**config.mk**
```make
export PLATFORM = sky130hd
export DESIGN_NAME = dual_cmp_timer
export DESIGN_NICKNAME = d
export VERILOG_FILES = /design/src/rtl/dct_pkg.sv /design/src/rtl/dct_channel.sv /design/src/rtl/dct_regbus.sv /design/src/rtl/dual_cmp_timer.sv
export SDC_FILE = /design/constraint.sdc
export NUM_CORES = 1
export LEC_CHECK = 0
export ABC_AREA = 1
export BUFFER_PORTS_ARGS = -buffer_cell sky130_fd_sc_hd__clkbuf_2
export CAP_MARGIN = 30
export CORE_ASPECT_RATIO = 1.75
export CORE_UTILIZATION = 53
export DETAILED_ROUTE_END_ITERATION = 8
export PLACE_DENSITY = 0.85
export SETUP_SLACK_MARGIN = 0.15
export SLEW_MARGIN = 20
export SYNTH_ARGS = -nofsm -noshare
export SYNTH_HDL_FRONTEND = slang
export SYNTH_HIERARCHICAL = 1
export SYNTH_SLANG_ARGS = --single-unit
```
**constraint.sdc**
```tcl
create_clock -name clk -period 1.6 [get_ports clk]
set_input_delay 0.08 -clock clk [delete_from_list [all_inputs] [get_ports clk]]
set_output_delay 0.08 -clock clk [all_outputs]
set_load 0.01 [all_outputs]
```
**src/rtl/dct_pkg.sv**
```systemverilog
package dct_pkg;

  localparam int SRC_W = 3;
  localparam int CTL_W = 7;

  localparam logic [1:0] A_CNT = 2'd0;
  localparam logic [1:0] A_COR = 2'd1;
  localparam logic [1:0] A_CTL = 2'd2;
  localparam logic [1:0] A_ST  = 2'd3;

  localparam int ST_CMF = 0;
  localparam int ST_OVF = 1;

  typedef enum logic [1:0] {
    CLR_NONE  = 2'b00,
    CLR_MATCH = 2'b01,
    CLR_RISE  = 2'b10,
    CLR_FALL  = 2'b11
  } clr_e;

  typedef enum logic [1:0] {
    OS_KEEP   = 2'b00,
    OS_LOW    = 2'b01,
    OS_HIGH   = 2'b10,
    OS_TOGGLE = 2'b11
  } os_e;

  typedef struct packed {
    os_e              osel;
    clr_e             clr;
    logic [SRC_W-1:0] src;
  } ctl_t;

  // pin level after a match event
  function automatic logic pin_after_match(os_e sel, logic cur);
    case (sel)
      OS_LOW:    return 1'b0;
      OS_HIGH:   return 1'b1;
      OS_TOGGLE: return ~cur;
      default:   return cur;
    endcase
  endfunction

  // edge of the external clear line that the clear field asks for
  function automatic logic ext_clear_hit(clr_e sel, logic now, logic prev);
    case (sel)
      CLR_RISE: return now & ~prev;
      CLR_FALL: return ~now & prev;
      default:  return 1'b0;
    endcase
  endfunction

endpackage

```
**src/rtl/dct_channel.sv**
```systemverilog
module dct_channel
  import dct_pkg::*;
#(
  parameter int DW   = 8,
  parameter int NSRC = 7
) (
  input  logic            clk,
  input  logic            rst_n,
  input  logic [NSRC-1:0] src_pulse,
  input  logic            ext_rst,
  input  logic [DW-1:0]   wd,
  input  logic            cnt_we,
  input  logic            cor_we,
  input  logic            ctl_we,
  input  logic            st_we,
  input  logic            st_rd,
  output logic [DW-1:0]   cnt_q,
  output logic [DW-1:0]   cor_q,
  output ctl_t            ctl_q,
  output logic [1:0]      st_q,
  output logic            tout
);

  localparam logic [DW-1:0] CNT_TOP = '1;

  logic       tick;
  logic       eq_now, eq_q;
  logic       match_evt;
  logic       ext_q;
  logic       clr_evt;
  logic       wrap_evt;
  logic [1:0] set_req, clr_req, armed;

  // count source selection
  always_comb begin
    tick = 1'b0;
    for (int k = 0; k < NSRC; k++)
      if (ctl_q.src == SRC_W'(k + 1)) tick = src_pulse[k];
  end

  assign eq_now    = (cnt_q == cor_q) && !cor_we;
  assign match_evt = eq_now && !eq_q;

  assign clr_evt = ((ctl_q.clr == CLR_MATCH) && match_evt) ||
                   ext_clear_hit(ctl_q.clr, ext_rst, ext_q);

  assign wrap_evt = tick && !clr_evt && !cnt_we && (cnt_q == CNT_TOP);

  always_ff @(posedge clk or negedge rst_n) begin
    if (!rst_n) begin
      cnt_q <= '0;
      cor_q <= '1;
      ctl_q <= '0;
      eq_q  <= 1'b0;
      ext_q <= 1'b0;
      tout  <= 1'b0;
    end else begin
      eq_q  <= eq_now;
      ext_q <= ext_rst;
      if (cnt_we)       cnt_q <= wd;
      else if (clr_evt) cnt_q <= '0;
      else if (tick)    cnt_q <= cnt_q + 1'b1;
      if (cor_we) cor_q <= wd;
      if (ctl_we) ctl_q <= ctl_t'(wd[CTL_W-1:0]);
      if (match_evt) tout <= pin_after_match(ctl_q.osel, tout);
    end
  end

  // sticky flags with read-then-write-zero clearing
  always_comb begin
    set_req          = '0;
    set_req[ST_CMF]  = match_evt;
    set_req[ST_OVF]  = wrap_evt;
    clr_req          = {2{st_we}} & ~wd[1:0] & armed;
  end

  always_ff @(posedge clk or negedge rst_n) begin
    if (!rst_n) begin
      st_q  <= '0;
      armed <= '0;
    end else begin
      st_q <= set_req | (st_q & ~clr_req);
      if (st_we)      armed <= '0;
      else if (st_rd) armed <= armed | st_q;
    end
  end

  assert_count_step_R2: assert property (@(posedge clk) disable iff (!rst_n)
    (tick && !cnt_we && !clr_evt && cnt_q != CNT_TOP) |=> cnt_q == DW'($past(cnt_q) + 1'b1));

  assert_wrap_flag_R3: assert property (@(posedge clk) disable iff (!rst_n)
    wrap_evt |=> (st_q[ST_OVF] && cnt_q == '0));

  assert_match_flag_R4: assert property (@(posedge clk) disable iff (!rst_n)
    match_evt |=> st_q[ST_CMF]);

  assert_write_blocks_R5: assert property (@(posedge clk) disable iff (!rst_n)
    cor_we |-> !match_evt);

  assert_match_clear_R6: assert property (@(posedge clk) disable iff (!rst_n)
    (match_evt && ctl_q.clr == CLR_MATCH && !cnt_we) |=> cnt_q == '0);

  assert_drive_low_R8: assert property (@(posedge clk) disable iff (!rst_n)
    (match_evt && ctl_q.osel == OS_LOW) |=> !tout);

  assert_pin_steady_R8: assert property (@(posedge clk) disable iff (!rst_n)
    !match_evt |=> $stable(tout));

  assert_ovf_sticky_R9: assert property (@(posedge clk) disable iff (!rst_n)
    (st_q[ST_OVF] && !st_we) |=> st_q[ST_OVF]);

  assert_cpu_wins_R11: assert property (@(posedge clk) disable iff (!rst_n)
    cnt_we |=> cnt_q == $past(wd));

endmodule

```
**src/rtl/dct_regbus.sv**
```systemverilog
module dct_regbus
  import dct_pkg::*;
#(
  parameter int DW  = 8,
  parameter int NCH = 2
) (
  input  logic                    clk,
  input  logic                    rst_n,
  input  logic [1:0]              bus_addr,
  input  logic [NCH-1:0]          bus_be,
  input  logic                    bus_wr,
  input  logic                    bus_rd,
  input  logic [NCH*DW-1:0]       bus_wdata,
  output logic [NCH*DW-1:0]       bus_rdata,
  input  logic [NCH-1:0][DW-1:0]  rd_cnt,
  input  logic [NCH-1:0][DW-1:0]  rd_cor,
  input  logic [NCH-1:0][DW-1:0]  rd_ctl,
  input  logic [NCH-1:0][1:0]     rd_st,
  output logic [NCH-1:0][DW-1:0]  ch_wd,
  output logic [NCH-1:0]          cnt_we,
  output logic [NCH-1:0]          cor_we,
  output logic [NCH-1:0]          ctl_we,
  output logic [NCH-1:0]          st_we,
  output logic [NCH-1:0]          st_rd
);

  for (genvar i = 0; i < NCH; i++) begin : g_lane
    // channel 0 sits in the most significant lane
    localparam int LANE = NCH - 1 - i;
    logic wsel;
    logic [DW-1:0] rbyte;

    assign wsel      = bus_wr && bus_be[LANE];
    assign ch_wd[i]  = bus_wdata[LANE*DW +: DW];
    assign cnt_we[i] = wsel && (bus_addr == A_CNT);
    assign cor_we[i] = wsel && (bus_addr == A_COR);
    assign ctl_we[i] = wsel && (bus_addr == A_CTL);
    assign st_we[i]  = wsel && (bus_addr == A_ST);
    assign st_rd[i]  = bus_rd && bus_be[LANE] && (bus_addr == A_ST);

    always_comb begin
      case (bus_addr)
        A_CNT:   rbyte = rd_cnt[i];
        A_COR:   rbyte = rd_cor[i];
        A_CTL:   rbyte = rd_ctl[i];
        default: rbyte = {{(DW-2){1'b0}}, rd_st[i]};
      endcase
    end
    assign bus_rdata[LANE*DW +: DW] = rbyte;

    assert_one_target_R10: assert property (@(posedge clk) disable iff (!rst_n)
      $onehot0({cnt_we[i], cor_we[i], ctl_we[i], st_we[i]}));
  end

endmodule

```
**src/rtl/dual_cmp_timer.sv**
```systemverilog
module dual_cmp_timer
  import dct_pkg::*;
#(
  parameter int DW   = 8,
  parameter int NSRC = 7
) (
  input  logic            clk,
  input  logic            rst_n,
  input  logic [1:0]      bus_addr,
  input  logic [1:0]      bus_be,
  input  logic            bus_wr,
  input  logic            bus_rd,
  input  logic [2*DW-1:0] bus_wdata,
  output logic [2*DW-1:0] bus_rdata,
  input  logic [NSRC-1:0] src_pulse,
  input  logic [1:0]      ext_rst,
  output logic [1:0]      tmr_out
);

  localparam int NCH = 2;

  logic [NCH-1:0][DW-1:0] rd_cnt, rd_cor, rd_ctl, ch_wd;
  logic [NCH-1:0][1:0]    rd_st;
  logic [NCH-1:0]         cnt_we, cor_we, ctl_we, st_we, st_rd;
  ctl_t                   ctl_arr [NCH];

  dct_regbus #(.DW(DW), .NCH(NCH)) u_bus (
    .clk       (clk),
    .rst_n     (rst_n),
    .bus_addr  (bus_addr),
    .bus_be    (bus_be),
    .bus_wr    (bus_wr),
    .bus_rd    (bus_rd),
    .bus_wdata (bus_wdata),
    .bus_rdata (bus_rdata),
    .rd_cnt    (rd_cnt),
    .rd_cor    (rd_cor),
    .rd_ctl    (rd_ctl),
    .rd_st     (rd_st),
    .ch_wd     (ch_wd),
    .cnt_we    (cnt_we),
    .cor_we    (cor_we),
    .ctl_we    (ctl_we),
    .st_we     (st_we),
    .st_rd     (st_rd)
  );

  for (genvar i = 0; i < NCH; i++) begin : g_ch
    dct_channel #(.DW(DW), .NSRC(NSRC)) u_ch (
      .clk       (clk),
      .rst_n     (rst_n),
      .src_pulse (src_pulse),
      .ext_rst   (ext_rst[i]),
      .wd        (ch_wd[i]),
      .cnt_we    (cnt_we[i]),
      .cor_we    (cor_we[i]),
      .ctl_we    (ctl_we[i]),
      .st_we     (st_we[i]),
      .st_rd     (st_rd[i]),
      .cnt_q     (rd_cnt[i]),
      .cor_q     (rd_cor[i]),
      .ctl_q     (ctl_arr[i]),
      .st_q      (rd_st[i]),
      .tout      (tmr_out[i])
    );
    assign rd_ctl[i] = {{(DW-CTL_W){1'b0}}, ctl_arr[i]};
  end

endmodule

```
# After elaboration in Yosys (flattened, before gate mapping)
# Index checks and enable logic that the tools add are counted.
# op_classes
bitwise	24
n_reduce_logical	45
mux	30
addsub	2
eq_ne	33
# ops
operator	count
$mux 8	6
$pmux 8 s3	2
$logic_and 1x1->1	26
$eq 3x3->1 const B	8
$eq 2x2->1 const B	10
$add 8x1->8 const B	2
$eq 8x8->1	2
$eq 8x8->1 const B	2
$mux 1	14
$and 2x2->2	6
$eq 3x2->1 const B	4
$reduce_bool 3->1	4
$eq 2x1->1 const B	5
$logic_not 1->1	8
$mux 2	4
$not 2->2	4
$or 2x2->2	4
$eq 3x1->1 const B	2
$not 1->1	6
$pmux 1 s3	2
$and 1x1->1	4
$pmux 1 s2	2
$reduce_and 2->1	2
$reduce_bool 2->1	2
other kinds (2)	3
# word_totals
elab_cells	154
register_bits	60
output_inout_bits	18

# Longest topological paths before layout
# Gate-level depths: netlist (run 1).
# depth
word_depth	12
mapped_depth	13
ltp_nobuf	12

# Modules after synthesis
# The synthesis (run 1) kept the hierarchy.
# modules_own_cells
module	area_each_um2	seq_area_each_um2	n_inst	cells_per_inst
dct_channel	1691.6	760.7	2	223
dct_regbus	549.3	0.0	1	112
dual_cmp_timer	3.8	0.0	1	1

# Worst setup path after synthesis (run 1)
# OpenSTA, ideal clock, no wires.
# synth_path
kind	input-to-reg
start	input port bus_addr[1]
end	register g_ch[0].u_ch.cnt_q[0]
arrival_time_ns	1.409
cell_stages	12
setup_slack_ns	0.074
setup_ns	0.117
path_cell_list	buf_2 > nor2_4 > buf_4 > inv_1 > nor2_1 > buf_2 > clkbuf_1 > nor2_1 > nand3_1 > nand2_1 > nand2_1 > nand2_1
# synth_via
elab_cells_between_ends	12
classes_between	1 x eq/ne; 2 x mux; 9 x reduce/logical
# synth_rtl
item	line	text
start: declaration	dual_cmp_timer.sv:9	input logic [1:0] bus_addr,
$logic_not 2->1 *	dct_regbus.sv:35	assign cnt_we[i] = wsel && (bus_addr == A_CNT);
$logic_and 1x1->1 *	dct_regbus.sv:35	
net cnt_we[0]	dual_cmp_timer.sv:24	logic [NCH-1:0] cnt_we, cor_we, ctl_we, st_we, st_rd;
$reduce_bool 3->1 (no line) / $mux 8 (equally long branches)	-	
end signal: assignment	dct_channel.sv:60	if (cnt_we) cnt_q <= wd;
end signal: assignment	dct_channel.sv:62	else if (tick) cnt_q <= cnt_q + 1'b1;
end: declaration	dct_channel.sv:17	output logic [DW-1:0] cnt_q,
# The timed path passes the listed nets; every way through them passes the cells marked *.
# A chain may end at the register's enable or synchronous reset.

# Final worst setup path (run 1)
# layout_path
start	register g_ch[0].u_ch.cnt_q[2]
end	register g_ch[0].u_ch.cnt_q[5]
# layout_via
elab_chain_len	7
elab_cells_between_ends	10
classes_between	1 x add/sub; 1 x eq/ne; 3 x mux; 5 x reduce/logical
# layout_rtl
item
branches (longest 7 deep; another with $add 8x1->8)
# Parallel ways; which one is timed is not known. The select of a mux whose other input is x is not followed.

==> qor.yml, run 1 <==
yosys:
  synth_area_mm2: 0.00394
  netlist_instances: 559
  syn_area_per_cell_um2: 7.04
  synth_top_area_cell: "dfrtp_1"
  synth.distinct_cells: 31
  ys_seq_elements: 60
  synth_top_cell_area_share_pct: 28.0
  yosys_warnings: 6
  ys_top_cells_by_area: "dfrtp_1 28%, nand2_1 19%, dfstp_2 11%, nand3_1 8.6%, inv_1 4.9%"
  yosysSeqAreaShare_pct: 38.7
timing:
  setup_slack_ns: -0.202
  timing.fmax_mhz: 555
  drv_slew: 0
  fin_skew_ns: 0.00720
  min_period_ns: 1.80
  fin_hold_ws_ns: 0.0137
  period_share_pct: 113
  setup_violations: 22
  finalHoldViolations: 0
  rsz0062_at_grt: "true"
setup_path:
  cp_num_buf_inv: 1
  ff2ff_path_depth: 10
  critical_path.endpoint_type: "flop"
  cp-start-kind: "flop"
  cpLargestDelayFamily: "simple AND/OR/NAND/NOR gates"
  cp_num_cells: 10
  worst-path-max-fanout: 5
  cp.arrival_ns: 2.08
  r2r-start: "g_ch[0].u_ch/cnt_q[2]$_DFFE_PN0P_"
  crit_type: "reg2reg"
  cpMostUsedCell: "nand2_1"
  cpMaxStageDelayCell: "dfrtp_1"
  rrSetupSlack_ns: -0.20
  required_ns: 1.87
  cp_cell_sequence: "buf_4 > nand2_1 > nor2_1 > nand3_1 > xor2_1 > nor2_1 > nand3_1 > nand2_1 > nand2_1 > nand2_1"
  r2r-end: "g_ch[0].u_ch/cnt_q[5]$_DFFE_PN0P_"
  cpPeakStageDelay_ns: 0.38
finish:
  nets: 702
  multi_input_area_mm2: 0.00222
  antenna_cells: 0
  fillers: 524
  synthToLayoutAreaGrowth_pct: 34.2
  final_util_pct: 73.5
  drive_gt1_share_pct: 32.6
  area.sequential_mm2: 0.00153
  fin_cells: 758
status:
  violations: "setup timing"
  status: "finished with violations"
place:
  pre_cts_ws_ns: -0.210
  dp.cells: 716
  dpl.hpwl_um: 8230
  port-buffer-count: 50
  gp_congestion: 0.932
pwr:
  ir_drop_v: 0.00110
  p_total_w: 0.00795
  p_leak_nw: 2.56
  power_density_mw_per_mm2: 1510
hold_path:
  hold_class: "in2reg"
  worstHoldStart: "bus_wdata[10]"
  hold_depth: 3
  hold_path_end: "g_ch[0].u_ch/ctl_q[2]$_DFFE_PN0P_"
die:
  die_w_um: 67.1
  rows: 41
  die_h_um: 116
  die_area_mm2: 0.00779
  start_util_pct: 54.8
  pin_count: 51
  fp.coreArea_mm2: 0.00718
grt:
  grt_max_degree: 61
  grt_pass1_vias: 4219
  grt_usage_pct: 33.9
  grt_pass1_wl_um: 19200
  antenna_found_initial: 0
  overflow: 0
clock_network:
  root_buffer: "clkbuf_16"
  cts_htree_levels: 3
  cts_buffer_depth: 2
  cts_tree: "done"
  cts_sinks: 60
  numCtsBuffers: 9
  path_clk_slew_ns: 0.05
  clock_latency_ns: 0.34
detailed_routing:
  wl_um: 13000
  first_pass_iters: 5
  drc: 0
  wl_per_cell_um: 17.2
  vias: 4379
  drtIter0Drc: 336
  vias_per_cell: 5.78
  drtAntennaViolNets: 0
run:
  cap_violations: 0
==> registers in the layout (all words and copies together), names as in the netlist <==
name,flops
g_ch.u_ch/armed,4
g_ch.u_ch/cnt_q,16
g_ch.u_ch/cor_q,16
g_ch.u_ch/ctl_q,14
g_ch.u_ch/eq_q,2
g_ch.u_ch/ext_q,2
g_ch.u_ch/st_q,4
g_ch.u_ch/tout,2
==> kinds of logic after synthesis <==
| logic type | count (synthesis) | share of synthesized area [%] |
|---|---|---|
| AOI/OAI and AO/OA | 58 | 8.58 |
| xor gates and xnor gates | 6 | 1.34 |
| adders and majority gates | 2 | 0.636 |
| buffers and inverters | 88 | 10.4 |
| DFF | 60 | 38.7 |
| muxes | 4 | 1.14 |
| other | 1 | 0.0953 |
| and+or+nand+nor | 340 | 39.2 |
==> per-stage QoR <==
stage | area, um^2 | TNS, ns
finish | 5280 | -2.75
detailed placement | 4490 | -2.20
floorplan | 3940 | 0
global route | 5280 | -3.93
CTS | 5070 | -1.14
global placement | 4490 | -1.19
==> cells in the final DEF (no fill, tap or decap), types with 7 or more instances in the layout <==
cell type / count
a21oi_1: 9
buf_4: 51
buf_6: 7
clkbuf_16: 9
clkbuf_2: 48
dfrtp_1: 40
dfstp_2: 16
dlygate4sd3_1: 12
inv_1: 44
inv_2: 13
nand2_1: 188
nand2_2: 10
nand3_1: 52
nand3_2: 20
nor2_1: 36
o21ai_0: 32
==> area by class of cell <==
| class | instances | area share (%) |
|---|---|---|
| clock buffer | 11 | 4.60 |
| timing repair buffer | 122 | 16.5 |
| clock inverter | 5 | 1.42 |
| timing repair inverter | 1 | 0.142 |
| inverter | 59 | 4.38 |
| tap | 86 | 2.04 |
| sequential | 60 | 28.9 |
| multi-input combinational | 414 | 42.0 |
==> layer usage <==
metal  GRT usage (%)  part of all wire (%)
met4            25.8                   7.6
met3            7.58                   5.8
met2            57.1                    54
met1            35.5                    33
met5               0                     0
==> synthesized netlist by cell type (all sizes together) <==
cell type  count
a21oi         12
o211ai         4
xor2           6
inv           59
nand3         76
and2           2
clkbuf         6
nand4          6
dfstp         16
nor3           4
conb           1
buf           23
mux2           4
nand2        199
o31ai          6
ha             2
o21ai         36
or2            2
nor3b          6
dfrtp         44
nor2          45
==> worst max path at each step <==
stage                                           start                                end
detailed placement  g_ch[1].u_ch/cor_q[1]$_DFFE_PN1P_     g_ch[1].u_ch/st_q[1]$_DFF_PN0_
finish              g_ch[0].u_ch/cnt_q[2]$_DFFE_PN0P_  g_ch[0].u_ch/cnt_q[5]$_DFFE_PN0P_
floorplan           g_ch[0].u_ch/cor_q[5]$_DFFE_PN1P_     g_ch[0].u_ch/st_q[1]$_DFF_PN0_
CTS                 g_ch[1].u_ch/cor_q[0]$_DFFE_PN1P_  g_ch[1].u_ch/cnt_q[1]$_DFFE_PN0P_
global route        g_ch[0].u_ch/cnt_q[2]$_DFFE_PN0P_  g_ch[0].u_ch/cnt_q[5]$_DFFE_PN0P_
global placement    g_ch[1].u_ch/cor_q[1]$_DFFE_PN1P_      g_ch[1].u_ch/tout$_DFFE_PN0P_
==> report_power, final <==
part / switching, W / leakage, nW / internal, W
combinational: 0.00202 / 1.67 / 0.00140
clock: 0.000682 / 0.159 / 0.00140
sequential: 0.000450 / 0.727 / 0.00200
total: 0.00315 / 2.56 / 0.00480
==> worst min-delay path: stages <==
cell and delay [ns]:
clkbuf_2 0.11, nand2_1 0.05, o21ai_0 0.07
==> what timing repair did <==
item,CTS,global route
setup endpoints to repair,22,24
pin swaps,11,17
gates cloned,2,1
resized for setup,23,44
setup buffers,6,5
hold buffers,12,0
endpoints found under the hold margin,56,0
No activity file was read; power rests on OpenSTA's default activity.
==> run 2, diff against run 1 <==
CELL_PAD_IN_SITES_DETAIL_PLACEMENT = 0   (was not set)
CELL_PAD_IN_SITES_GLOBAL_PLACEMENT = 1   (was not set)
CORE_UTILIZATION = 38   (was 53)
SYNTH_HIERARCHICAL = not set   (was 1)
==> run 2 against run 1 <==
  * The flow still finishes with violations (setup timing)
  * Sequential share of layout area shrank 1.2 points
  * Flip-flop and latch count is the same
  * Via count shrank 7.4%
  * Area after synthesis decreased by 3.2%
  * Critical path depth down 3
  * Count of clock-buffer cells in the layout shrank 2
  * Total power increased by 8.2%
  * Combinational power increased by 6%
  * Sequential power barely moved
  * Maximum frequency grew 8.6%
  * Non-clock buffer count unchanged
  * Highest routed layer unchanged
==> qor.yml, run 2 <==
finish:
  area.sequential_mm2: 0.00153
  fin_cells: 782
  synthToLayoutAreaGrowth_pct: 45.2
  multi_input_area_mm2: 0.00233
  top_regs: "g_ch.u_ch.cnt_q: 16 flops, g_ch.u_ch.cor_q: 16 flops, g_ch.u_ch.ctl_q: 14 flops"
  final_cell_mix: "174 x nand2_1, 63 x inv_1, 52 x buf_4"
  drive_gt1_share_pct: 37.0
  layout_commonest_cell: "nand2_1"
  antenna_cells: 0
  final_util_pct: 56.5
  nets: 687
  fillers: 864
die:
  rows: 48
  start_util_pct: 38.9
  die_w_um: 77.7
  pin_count: 51
  fp.coreArea_mm2: 0.00979
  die_h_um: 134
  die_area_mm2: 0.0104
yosys:
  synth_top_cell_area_share_pct: 28.9
  synthTopCellsByCount: "186 x nand2_1, 67 x inv_1, 53 x nand3_1"
  ys_seq_elements: 60
  synth_area_mm2: 0.00381
  yosysSeqAreaShare_pct: 39.9
  netlist_instances: 531
  yosys_warnings: 0
  ys_top_cells_by_area: "dfrtp_1 29%, nand2_1 18%, dfstp_2 11%, nand3_1 7.0%, inv_1 6.6%"
  synthFlopType: "dfrtp_1"
  syn_area_per_cell_um2: 7.18
  synth_most_common_cell: "nand2_1"
  ys_async_sr_fraction_pct: 100
  synth.distinct_cells: 36
  synth_edf_count: 0
  synth_nets: 566
  synth_top_area_cell: "dfrtp_1"
grt:
  grt_pass1_wl_um: 19400
  overflow: 0
  antenna_found_initial: 0
  grt_max_degree: 61
  grt_usage_pct: 24.2
  grt_pass1_vias: 4052
detailed_routing:
  wl_met2_um: 7050
  drc: 0
  first_pass_iters: 4
  wl_per_cell_um: 15.7
  drtIter0Drc: 239
  wl_met3_um: 319
  topRoutingLayerUsed: "met4"
  wl_um: 12300
  vias_per_cell: 5.18
  vias: 4053
  drtAntennaViolNets: 0
  wl_met1_um: 4430
hold_path:
  hold_class: "in2reg"
pwr:
  comb_power_share_pct: 42.0
  netSwitchingPower_w: 0.00314
  clkPwrFrac_pct: 29.7
  ir_drop_v: 0.000871
  power_density_mw_per_mm2: 1560
  p_leak_nw: 2.73
  power.internal_w: 0.00547
  switching_share_pct: 36.5
  p_seq_share_pct: 28.3
timing:
  drv_slew: 0
  timing.slew.headroom_pct: 67.9
  worst_slew_pin_slew_ns: 0.480
  setup_violations: 15
  min_period_ns: 1.66
  fin_skew_ns: 0.00897
  setup_slack_ns: -0.0587
  finalHoldViolations: 0
  fin_hold_ws_ns: 0.00929
  period_share_pct: 104
  fin_setup_tns_ns: -0.373
  timing.fmax_mhz: 603
  rsz0062_at_grt: "true"
setup_path:
  critical_path.endpoint_type: "flop"
  cp_cell_sequence: "xnor2_2 > nand2_2 > nor2_4 > nand4_4 > and2_4 > nand3_2 > nand2_1"
  cpPeakStageDelay_ns: 0.46
  worst-path-max-fanout: 6
  cp-start-kind: "flop"
  cp.arrival_ns: 1.88
  crit_type: "reg2reg"
  cpLargestDelayFamily: "simple AND/OR/NAND/NOR gates"
  cpMaxStageDelayCell: "dfrtp_2"
  required_ns: 1.82
  cp_num_buf_inv: 0
place:
  gp_congestion: 0.852
  port-buffer-count: 50
  pre_cts_ws_ns: -0.0214
  dpl.hpwl_um: 8650
  dp.cells: 730
clock_network:
  cts_htree_levels: 3
  clock_latency_ns: 0.34
  path_clk_slew_ns: 0.05
  root_buffer: "clkbuf_16"
  cts_tree: "done"
  numCtsBuffers: 9
  cts_sinks: 60
  cts_buffer_depth: 2
run:
  cap_violations: 0
status:
  status: "finished with violations"
  violations: "setup timing"
## run 2: final cells by class
cell class | instances | area share (%)
Multi-Input combinational cell | 389 | 42.1
Sequential cell | 60 | 27.7
Timing Repair Buffer | 122 | 15.6
Inverter | 70 | 4.75
Clock buffer | 9 | 4.07
Clock inverter | 7 | 2.94
Tap cell | 125 | 2.83
## run 2: final timing paths
check / startpoint / slack (ns) / to / cells past startpoint
min in group asynchronous: rst_n / 0.30 / g_ch[1].u_ch.armed[0]$_DFFE_PN0P_ / 3
worst min-delay path: bus_wdata[5] / 0.009 / g_ch[1].u_ch.cor_q[5]$_DFFE_PN1P_ / 3
worst max-delay path: g_ch[0].u_ch.cnt_q[3]$_DFFE_PN0P_ / -0.06 / g_ch[0].u_ch.cnt_q[2]$_DFFE_PN0P_ / 7
max in group asynchronous: rst_n / 0.97 / g_ch[0].u_ch.cor_q[2]$_DFFE_PN1P_ / 3
worst min register to register: g_ch[0].u_ch.ctl_q[5]$_DFFE_PN0P_ / 0.49 / g_ch[0].u_ch.ctl_q[5]$_DFFE_PN0P_ / 2
worst max register to register: g_ch[0].u_ch.cnt_q[3]$_DFFE_PN0P_ / -0.06 / g_ch[0].u_ch.cnt_q[2]$_DFFE_PN0P_ / 7
## run 2: tightest hold or removal path: cells and delay by family
family | cells | cell delay [ns]
buf+inv | 2 | 0.17
compound gates | 1 | 0.08
## run 2: cell families after synthesis
| family | synth area share [%] |
|---|---|
| xor+xnor | 2.76 |
| compound gates | 11.9 |
| fa+ha+maj | 0.656 |
| simple gates | 35.5 |
| flops | 39.9 |
| buf+inv | 9.26 |
## run 2: what timing repair did
action	4_1_cts	5_1_grt
buffers inserted	10	10
gates resized for setup	36	64
pin swaps	15	27
setup endpoints to repair	25	31
endpoints found under the hold margin	55	0
gates cloned	4	0
hold buffers	12	0
## run 2: per-layer routing
| layer | track usage (%) | vias up |
|---|---|---|
| met5 | 0 | - |
| met4 | 14.5 | 0 |
| met3 | 3.24 | 37 |
| met2 | 47.0 | 91 |
| met1 | 23.8 | 1973 |
| li1 | - | 1952 |
## run 2: through the flow
stage	instance area, um^2	power [W]
CTS	5240	0.00811
floorplan	3820	0.00411
detailed placement	4450	0.00510
global placement	4450	0.00504
finish	5530	0.00861
global route	5530	0.00908
## run 2: power by group through the flow
stage | Clock (W) | Sequential, W | Combinational, W
6_report | 0.00256 | 0.00244 | 0.00361
5_1_grt | 0.00264 | 0.00248 | 0.00396
4_1_cts | 0.00258 | 0.00238 | 0.00316
3_5_place_dp | 0 | 0.00237 | 0.00273
3_3_place_gp | 0 | 0.00236 | 0.00268
2_1_floorplan | 0 | 0.00226 | 0.00185
==> run 3, diff against run 2 <==
CORE_UTILIZATION = 42   (was 38)
PLACE_DENSITY = 0.88   (was 0.85)
clock period = 1.65 ns   (was 1.6 ns; I/O delays follow)
==> run 3 against run 2 <==
  * The flow still finishes with violations (setup timing)
  * Flip-flop and latch count stayed put
  * Clock skew hardly changed
  * Highest routed layer unchanged
  * Critical path depth stayed put
  * Sequential share of layout area is 2.1 points higher
  * Largest cell class unchanged
  * Register-to-register slack better by 0.05 ns
  * Routed wire length is 1.7% lower
  * Combinational power is 13% lower
==> qor.yml, run 3 (synthesis gave the netlist of run 2 again) <==
status:
  status: "finished with violations"
  violations: "setup timing"
die:
  rows: 45
  die_area_mm2: 0.00947
  fp.coreArea_mm2: 0.00873
  start_util_pct: 43.7
  die_w_um: 74.0
  pin_count: 51
  die_h_um: 128
run:
  cap_violations: 0
place:
  port-buffer-count: 50
  dpl.hpwl_um: 8570
  gp_congestion: 0.925
pwr:
  p_leak_nw: 2.55
  power_density_mw_per_mm2: 1480
  p_total_w: 0.00762
  ir_drop_v: 0.000980
timing:
  worst_slew_pin_slew_ns: 0.504
  timing.fmax_mhz: 602
  timing.slew.headroom_pct: 66.3
  rsz0062_at_grt: "true"
  min_period_ns: 1.66
  setup_slack_ns: -0.0111
  setup_violations: 3
  drv_slew: 0
  finalHoldViolations: 0
  period_share_pct: 101
  fin_skew_ns: 0.00875
  fin_setup_tns_ns: -0.0268
grt:
  grt_usage_pct: 27.2
  grt_max_degree: 61
  grt_pass1_vias: 3970
  overflow: 0
  grt_pass1_wl_um: 19000
  antenna_found_initial: 0
detailed_routing:
  drc: 0
  first_pass_iters: 7
  wl_um: 12100
  vias_per_cell: 5.33
  vias: 4006
  wl_per_cell_um: 16.1
  drtAntennaViolNets: 0
  drtIter0Drc: 257
hold_path:
  hold_class: "in2reg"
clock_network:
  clock_latency_ns: 0.33
  numCtsBuffers: 9
  root_buffer: "clkbuf_16"
  path_clk_slew_ns: 0.06
  cts_tree: "done"
  cts_buffer_depth: 2
  cts_sinks: 60
  cts_htree_levels: 3
setup_path:
  critical_path.endpoint_type: "flop"
  required_ns: 1.86
  rrSetupSlack_ns: -0.01
  cp.arrival_ns: 1.88
  crit_type: "reg2reg"
  worst-path-max-fanout: 6
  cp-start-kind: "flop"
finish:
  antenna_cells: 0
  final_cell_mix: "176 x nand2_1, 64 x inv_1, 49 x clkbuf_2"
  final_util_pct: 59.1
  top_regs: "g_ch.u_ch.cnt_q: 16 flops, g_ch.u_ch.cor_q: 16 flops, g_ch.u_ch.ctl_q: 14 flops"
  layout_commonest_cell: "nand2_1"
  synthToLayoutAreaGrowth_pct: 35.3
  nets: 664
  drive_gt1_share_pct: 33.4
## run 3: cell types whose count changed in the layout (fill, tap and decap cells not counted), moves of 5 or more
cell,change
buf_6,-8
buf_4,-11
dlygate4sd3_1,-5
clkbuf_2,+7
buf_2,-6
## run 3: metrics by stage
| step | setup slack, ns | cells | hold WS [ns] | cell area [um^2] |
|---|---|---|---|---|
| after floorplan | 0.112 | 531 | -0.213 | 3820 |
| after global placement | 0.0492 | 706 | 0.123 | 4320 |
| after detailed placement | 0.00282 | 706 | 0.122 | 4320 |
| after CTS | 0.0604 | 747 | 0.00387 | 4990 |
| after global routing | -0.0722 | 751 | 0.0143 | 5150 |
| final | -0.0111 | 751 | 0.0167 | 5150 |
## run 3: worst max-delay path, stage by stage, from the launching register on
cell     delay, ns
dfstp_2       0.56
xnor2_2       0.13
nand2_2       0.10
nor2_4        0.20
nand4_4       0.18
and2_4        0.24
nand3_2       0.07
nand2_1       0.05
## run 3: path summary, 6_finish.rpt
kind	startpoint	endpoint	depth (start not counted)
max	g_ch[1].u_ch.cor_q[5]$_DFFE_PN1P_	g_ch[1].u_ch.cnt_q[1]$_DFFE_PN0P_	7
min	bus_wdata[3]	g_ch[1].u_ch.cor_q[3]$_DFFE_PN1P_	3
max reg2reg	g_ch[1].u_ch.cor_q[5]$_DFFE_PN1P_	g_ch[1].u_ch.cnt_q[1]$_DFFE_PN0P_	7
min reg2reg	g_ch[1].u_ch.tout$_DFFE_PN0P_	g_ch[1].u_ch.tout$_DFFE_PN0P_	1
max in group asynchronous	rst_n	g_ch[1].u_ch.cor_q[7]$_DFFE_PN1P_	3
min in group asynchronous	rst_n	g_ch[1].u_ch.tout$_DFFE_PN0P_	3
## run 3: per-layer routing
metal,GRT usage (%),vias to the layer above,routed length [um]
li1,-,1908,-
met1,27.8,1916,4380
met2,48.2,128,6660
met3,5.11,54,399
met4,18.3,0,634
met5,0,-,0
## run 3: cell type report
| cell class | count | area [um^2] |
|---|---|---|
| clock buffers | 12 | 267 |
| flip-flops and latches | 60 | 1530 |
| multi-input cells | 389 | 2230 |
| well taps | 117 | 146 |
| inverters | 70 | 263 |
| clock inverters | 4 | 70.1 |
| repair buffers | 99 | 648 |
| fillers | 829 | 3570 |
## run 3: report_power, final
| group | leakage, nW | switching (W) | total, W | internal (W) |
|---|---|---|---|---|
| Combinational | 1.66 | 0.00177 | 0.00313 | 0.00137 |
| Sequential | 0.724 | 0.000472 | 0.00239 | 0.00192 |
| Clock | 0.169 | 0.000656 | 0.00209 | 0.00144 |
## run 3: timing repair
| action | CTS | global route |
|---|---|---|
| endpoints found under the hold margin | 50 | 0 |
| hold buffers | 7 | 0 |
| gates cloned | 4 | 0 |
| buffers inserted | 14 | 4 |
| pin swaps | 14 | 22 |
| endpoints found under the setup margin | 20 | 25 |
| gates resized for setup | 28 | 39 |
